--- src/rtl/rpfr_pkg.sv ---
package rpfr_pkg;

   typedef enum logic [1:0] {
      STEP_A_P1 = 2'd0,
      STEP_A_P2 = 2'd1,
      STEP_B_P1 = 2'd2,
      STEP_B_P2 = 2'd3
   } step_e;

   localparam logic [1:0] STEP_LAST = 2'd3;

   function automatic logic side_of(input logic [1:0] s);
      return (s == STEP_B_P1) || (s == STEP_B_P2);
   endfunction

   function automatic logic pwm_of(input logic [1:0] s);
      return (s == STEP_A_P2) || (s == STEP_B_P2);
   endfunction

endpackage

--- src/rtl/rpfr_rail_detect.sv ---
module rpfr_rail_detect #(
   parameter int          DUTY_W    = 10,
   parameter int unsigned DUTY_FULL = 1023,
   parameter bit          REG_OUT   = 1'b1
) (
   input  logic              clk,
   input  logic              rst_n,
   input  logic [DUTY_W-1:0] duty_i,
   input  logic              sun_ok_i,
   output logic              railed_o
);
   localparam logic [DUTY_W-1:0] FULL_CODE = DUTY_W'(DUTY_FULL);

   logic at_rail;

   always_comb begin
      at_rail = sun_ok_i && ((duty_i == '0) || (duty_i == FULL_CODE));
   end

   generate
      if (REG_OUT) begin : g_reg
         logic railed_q;
         always_ff @(posedge clk or negedge rst_n) begin
            if (!rst_n) railed_q <= 1'b0;
            else        railed_q <= at_rail;
         end
         assign railed_o = railed_q;
      end else begin : g_comb
         assign railed_o = at_rail;
      end
   endgenerate
endmodule

--- src/rtl/rpfr_persist_timer.sv ---
module rpfr_persist_timer #(
   parameter int unsigned FAULT_TICKS = 300
) (
   input  logic clk,
   input  logic rst_n,
   input  logic tick_i,
   input  logic fault_i,
   input  logic clear_i,
   output logic expire_o
);
   localparam int CNT_W = $clog2(FAULT_TICKS + 1);
   localparam logic [CNT_W-1:0] LIM = CNT_W'(FAULT_TICKS);

   logic [CNT_W-1:0] cnt_q;

   always_comb begin
      expire_o = tick_i && fault_i && !clear_i && (cnt_q == LIM);
   end

   always_ff @(posedge clk or negedge rst_n) begin
      if (!rst_n) begin
         cnt_q <= '0;
      end else if (clear_i || !fault_i || expire_o) begin
         cnt_q <= '0;
      end else if (tick_i && (cnt_q != LIM)) begin
         cnt_q <= cnt_q + 1'b1;
      end
   end
endmodule

--- src/rtl/rpfr_step_seq.sv ---
module rpfr_step_seq
   import rpfr_pkg::*;
(
   input  logic       clk,
   input  logic       rst_n,
   input  logic       expire_i,
   input  logic       cmd_load_i,
   input  logic [1:0] cmd_step_i,
   output logic [1:0] step_o,
   output logic       exhausted_o
);
   logic [1:0] step_q;
   logic       exh_q;

   always_ff @(posedge clk or negedge rst_n) begin
      if (!rst_n) begin
         step_q <= STEP_A_P1;
         exh_q  <= 1'b0;
      end else if (cmd_load_i) begin
         step_q <= cmd_step_i;
         exh_q  <= 1'b0;
      end else if (expire_i && !exh_q) begin
         if (step_q == STEP_LAST) exh_q  <= 1'b1;
         else                     step_q <= step_q + 2'd1;
      end
   end

   assign step_o      = step_q;
   assign exhausted_o = exh_q;
endmodule

--- src/rtl/rail_pwm_rotator.sv ---
module rail_pwm_rotator
   import rpfr_pkg::*;
#(
   parameter int          DUTY_W      = 10,
   parameter int unsigned DUTY_FULL   = 1023,
   parameter int unsigned FAULT_TICKS = 300,
   parameter bit          REG_DETECT  = 1'b1
) (
   input  logic              clk,
   input  logic              rst_n,
   input  logic              tick_i,
   input  logic [DUTY_W-1:0] duty_i,
   input  logic              sun_ok_i,
   input  logic              cmd_load_i,
   input  logic [1:0]        cmd_step_i,
   output logic              side_sel_o,
   output logic              pwm_sel_o,
   output logic [1:0]        step_o,
   output logic              exhausted_o,
   output logic              railed_o
);
   generate
      if (DUTY_W < 2) begin : g_bad_w
         $error("DUTY_W must be at least 2");
      end
      if (DUTY_FULL == 0 || DUTY_FULL > (2 ** DUTY_W) - 1) begin : g_bad_full
         $error("DUTY_FULL must be nonzero and fit in DUTY_W bits");
      end
      if (FAULT_TICKS < 1) begin : g_bad_ticks
         $error("FAULT_TICKS must be at least 1");
      end
   endgenerate

   logic expire;
   logic tmr_clear;

   rpfr_rail_detect #(
      .DUTY_W   (DUTY_W),
      .DUTY_FULL(DUTY_FULL),
      .REG_OUT  (REG_DETECT)
   ) det_i (
      .clk     (clk),
      .rst_n   (rst_n),
      .duty_i  (duty_i),
      .sun_ok_i(sun_ok_i),
      .railed_o(railed_o)
   );

   assign tmr_clear = cmd_load_i || exhausted_o;

   rpfr_persist_timer #(
      .FAULT_TICKS(FAULT_TICKS)
   ) tmr_i (
      .clk     (clk),
      .rst_n   (rst_n),
      .tick_i  (tick_i),
      .fault_i (railed_o),
      .clear_i (tmr_clear),
      .expire_o(expire)
   );

   rpfr_step_seq seq_i (
      .clk        (clk),
      .rst_n      (rst_n),
      .expire_i   (expire),
      .cmd_load_i (cmd_load_i),
      .cmd_step_i (cmd_step_i),
      .step_o     (step_o),
      .exhausted_o(exhausted_o)
   );

   always_comb begin
      side_sel_o = side_of(step_o);
      pwm_sel_o  = pwm_of(step_o);
   end
endmodule

--- config.mk ---
export PLATFORM = sky130hd
export DESIGN_NAME = rail_pwm_rotator
export DESIGN_NICKNAME = d
export VERILOG_FILES = /design/src/rtl/rpfr_pkg.sv /design/src/rtl/rpfr_rail_detect.sv /design/src/rtl/rpfr_persist_timer.sv /design/src/rtl/rpfr_step_seq.sv /design/src/rtl/rail_pwm_rotator.sv
export SDC_FILE = /design/constraint.sdc
export NUM_CORES = 1
export LEC_CHECK = 0
export BUFFER_PORTS_ARGS = -buffer_cell sky130_fd_sc_hd__buf_2
export CORE_MARGIN = 8
export CORE_UTILIZATION = 50
export CTS_BUF_LIST = sky130_fd_sc_hd__clkbuf_16
export CTS_CLUSTER_DIAMETER = 60
export DETAILED_ROUTE_END_ITERATION = 16
export PLACE_DENSITY = 0.76
export SYNTH_ARGS = -nofsm -noshare
export SYNTH_HDL_FRONTEND = slang
export SYNTH_SLANG_ARGS = --single-unit
--- constraint.sdc ---
create_clock -name clk -period 2.2 [get_ports clk]
set_clock_uncertainty 0.2 [all_clocks]
set_input_delay 0.22 -clock clk [delete_from_list [all_inputs] [get_ports clk]]
set_output_delay 0.22 -clock clk [all_outputs]
set_load 0.02 [all_outputs]
-- Word-level counts from Yosys, hierarchy flattened
Index checks and enable logic that the tools add are counted.
- bitwise operators: 0
- multiplexer cells: 8
- reductions and logical operators: 21
- div/mod/pow operators: 0
- add/sub/neg operators: 2
- equal/unequal tests: 7
- order comparisons: 0
- shift operators: 0
- multiply operators: 0
- operator list (cell ; number):
    $mux W9 ; 2
    $eq A10 B10 Y1 const B ; 1
    $logic_not A10 Y1 ; 1
    $add A9 B1 Y9 const B ; 1
    $eq A9 B9 Y1 const B ; 1
    $ne A9 B9 Y1 const B ; 1
    $logic_and A1 B1 Y1 ; 6
    $logic_or A1 B1 Y1 ; 6
    $mux W2 ; 3
    $reduce_bool A2 Y1 ; 3
    $eq A2 B2 Y1 const B ; 2
    $reduce_and A2 Y1 ; 2
    $logic_not A1 Y1 ; 3
    $mux W1 ; 3
    $add A2 B1 Y2 const B ; 1
    $eq A2 B1 Y1 const B ; 1
    $ne A2 B2 Y1 const B ; 1
- flip-flop bits (word level): 13
- memories kept: 0
- memory bits (writable): 0
- latch bits: 0
- input bits: 17
- bits in read-only memories: 0
- output and inout port bits: 6

-- Logic depth before layout (Yosys ltp)
- word-level depth: 7
- depth in mapped cells: 5

-- Modules after synthesis
Synthesis repeated with hierarchy kept, for this count alone.
- cells, all modules: 89
- area, all modules: 873.3 um^2
- by module, submodules not included (module ; area each (um^2) ; instances ; cells an instance):
    rpfr_persist_timer ; 613.1 ; 1 ; 65
    rpfr_step_seq ; 158.9 ; 1 ; 12
    rpfr_rail_detect ; 87.6 ; 1 ; 9
    rail_pwm_rotator ; 13.8 ; 1 ; 3

-- Worst setup path after synthesis
Ideal clock, no wire load.
- kind: register to register
- from: reg tmr_i.cnt_q[4]
- to: reg seq_i.step_q[0], in the netlist seq_i.step_o[0]
- library setup time: 87 ps
- clock period less this slack: 1910 ps
- stages on the path, launching flop included: 4
- slack: 290 ps
- arrival: 1623 ps
- buffers on the path: 0
- path through: dfrtp_1 > or4b_4 > or4_4 > o211ai_1
- cells in the longest elaborated chain, start to end: 5
- ends and longest elaborated chain (element ; line ; text):
    start: declaration ; rpfr_persist_timer.sv:14 ; logic [CNT_W-1:0] cnt_q;
    start signal: assignment ; rpfr_persist_timer.sv:26 ; cnt_q <= cnt_q + 1'b1;
    $eq A9 B9 Y1 ; rpfr_persist_timer.sv:17 ; expire_o = tick_i && fault_i && !clear_i && (cnt_q == LIM);
    $logic_and A1 B1 Y1 ; rpfr_persist_timer.sv:17 ;
    $logic_and A1 B1 Y1 ; rpfr_step_seq.sv:22 ; end else if (expire_i && !exh_q) begin
    $reduce_bool A2 Y1 (no line) ; n/a ;
    $reduce_and A2 Y1 (no line) ; n/a ;
    end signal: assignment ; rpfr_step_seq.sv:20 ; step_q <= cmd_step_i;
    end signal: assignment ; rpfr_step_seq.sv:24 ; else step_q <= step_q + 2'd1;
    end: declaration ; rpfr_step_seq.sv:12 ; logic [1:0] step_q;
Every way passes these cells.
A chain may end at the register's enable or synchronous reset.

-- Worst setup path after layout
- from: reg tmr_i.cnt_q[4]
- to: reg seq_i.step_q[1], in the netlist seq_i.step_o[1]
The elaborated chain is that of the path after synthesis.

==> results.json <==
{
  "outcome": "finished, final reports clean",
  "end_kind": "flop",
  "place_ws_ns": 0.233,
  "cts_buffers": 3,
  "min_path_cells": 3,
  "ant_nets": 0,
  "yosys-top-cells-count": "dfrtp_1, nand2_1, a21oi_1",
  "max-slew-margin-rel_pct": 72.9,
  "ctsRootBufferMaster": "clkbuf_16",
  "dp_hpwl_mm": 1.54,
  "p_leak_uw": 0.000449,
  "final_cell_area_um2": 1080,
  "synthArstFlopShare_pct": 100,
  "first_iter_violations": 11,
  "crit_fanout": 7,
  "gp_congestion": 0.780,
  "start_util_pct": 51.1,
  "fin_crit_ns": 1.98,
  "grt_usage_pct": 12.8,
  "drt_pass1_iterations": 4,
  "grt_overflow_total": 0,
  "viasPerCell": 6.00,
  "seq_area_frac_synth_pct": 38.1,
  "rsz0062_at_grt": "no",
  "yosysTopAreaCellShare_pct": 38.1,
  "vdd_ir_drop_max_v": 0.000728,
  "areaGrowthSynthToFinish_pct": 26.7,
  "stdcell_count": 136,
  "clock_tree.buffer_depth": 2,
  "path_class": "reg -> reg",
  "netlist_area_um2": 853,
  "synth_nets": 114,
  "n_fill_cell": 145,
  "ctsHtreeMaxLevel": 1,
  "wl_per_cell_um": 14.8,
  "setup-tns-final_ns": 0,
  "grt_max_degree": 17,
  "antenna_found_initial": 0,
  "dpl_cell_area_um2": 981,
  "die-area_um2": 3280,
  "yosys.area.top_type": "dfrtp_1",
  "yosys_warnings": 0,
  "port_buffers": 22,
  "drive_gt1_share_pct": 30.3,
  "slew_viol_final": 0,
  "clock-sinks": 13,
  "num_io_pins": 23,
  "grt_pass1_wl_mm": 3.42,
  "setup_slack_ns": 0.220,
  "hold_violations": 0,
  "ys_ff_latch": 13,
  "die_height_um": 57.3,
  "worstPathRequired_ns": 2.16,
  "fin_nets": 142,
  "rows": 15,
  "finalWirelength_mm": 2.02,
  "netlist_instances": 92,
  "ff2ff_path_depth": 3,
  "yosysMostFrequentCell": "dfrtp_1",
  "worstPathArrival_ns": 1.94,
  "cts_tree": "yes",
  "fp.dieW_um": 57.3,
  "avgSynthCellArea_um2": 9.28,
  "hold_class": "in -> reg",
  "insertion_delay_ns": 0.24,
  "cp-start-kind": "flop",
  "clk_pin_slew_worst_paths_ns": 0.04,
  "cts_setup_buffers": 0,
  "final_util_pct": 64.7,
  "synth_edf_count": 0,
  "maxCapViolCount": 0,
  "ys.flop_type": "dfrtp_1",
  "synth_area_leaders": "dfrtp_1, ha_1, or4_1",
  "drc": 0,
  "setup_viol": 0,
  "route.vias.total": 816,
  "grt_pass1_vias": 739,
  "ys_types": 28,
  "finalCritPeriodShare_pct": 90.0,
  "core_area_um2": 1670,
  "max_clock_freq_mhz": 505,
  "place_inst": 130,
  "worstMarginPinSlew_ns": 0.407,
  "antenna_cells": 0,
  "power_density_nw_per_um2": 606
}
-- kinds of logic (layout without fill, tap and decap cells) --
kind of cell,count (synthesis),count (layout),synth area share [%]
adder cells (fa/ha/maj),5,5,7.33
AO/OA/AOI/OAI,23,23,18.3
buffers and inverters,9,36,4.40
AND/OR/NAND/NOR,42,42,31.8
flip-flops,13,13,38.1
-- layout make-up --
type	count	area, um2	share of cell area [%]
Sequential cell	13	325	30.1
Inverter	7	26.3	2.43
Tap cell	17	21.3	1.97
Multi-Input combinational cell	70	490	45.4
Timing Repair Buffer	25	138	12.7
Clock buffer	3	75.1	6.94
Clock inverter	1	5.00	0.463
-- per-layer routing --
layer	track usage, %	wire (um)
met4	0	0
met2	22.4	1050
met1	14.9	862
met3	5.61	108
met5	0	0
-- critical path, cell delays in order (launching register included) --
cell and delay [ns]:
dfrtp_1 0.44, or4b_4 0.58, or4_4 0.50, o211ai_1 0.18
-- cell usage in the layout (no fill, tap or decap), types with 2 or more instances in the layout --
master         count
buf_2             22
dfrtp_1           13
nand2_1           10
a21oi_1            8
inv_1              7
or4_1              7
o21ai_0            5
ha_1               5
nand4_1            4
or2_2              4
nand3_1            4
o31ai_1            4
clkbuf_16          3
or3_1              2
and2b_1            2
o41ai_1            2
o211ai_1           2
dlygate4sd3_1      2
-- sequential cells by signal (all words and copies together) (netlist names) --
signal,count
det_i.railed_o,1
seq_i.exhausted_o,1
seq_i.step_o,2
tmr_i.cnt_q,9
-- repair_timing --
| action | 4_1_cts | 5_1_grt |
|---|---|---|
| endpoints found under the hold margin | 14 | 0 |
| hold buffers | 2 | 0 |
| resized for setup | 0 | 0 |
-- where the power goes --
group / switching (uW) / internal, uW
logic: 36.8 / 31.6
clock network: 97.0 / 241
registers: 5.04 / 243
-- worst paths after layout --
| path | start | endpoint | slack, ns |
|---|---|---|---|
| max | tmr_i.cnt_q[4] | seq_i.step_o[1] | 0.22 |
| min | cmd_step_i[0] | seq_i.step_o[0] | 0.005 |
| max reg2reg | tmr_i.cnt_q[4] | seq_i.step_o[1] | 0.22 |
| min reg2reg | tmr_i.cnt_q[0] | tmr_i.cnt_q[0] | 0.37 |
| max in group asynchronous | rst_n | tmr_i.cnt_q[6] | 1.36 |
| min in group asynchronous | rst_n | seq_i.step_o[1] | 0.21 |
-- metrics by stage --
step | total power, uW | hold slack (ns)
finish | 655 | 0.00486
global route | 686 | 0.0387
detailed placement | 319 | -0.0717
global placement | 315 | -0.0762
CTS | 666 | 0.00100
floorplan | 284 | -0.276
(Power assumes the default switching activity.)
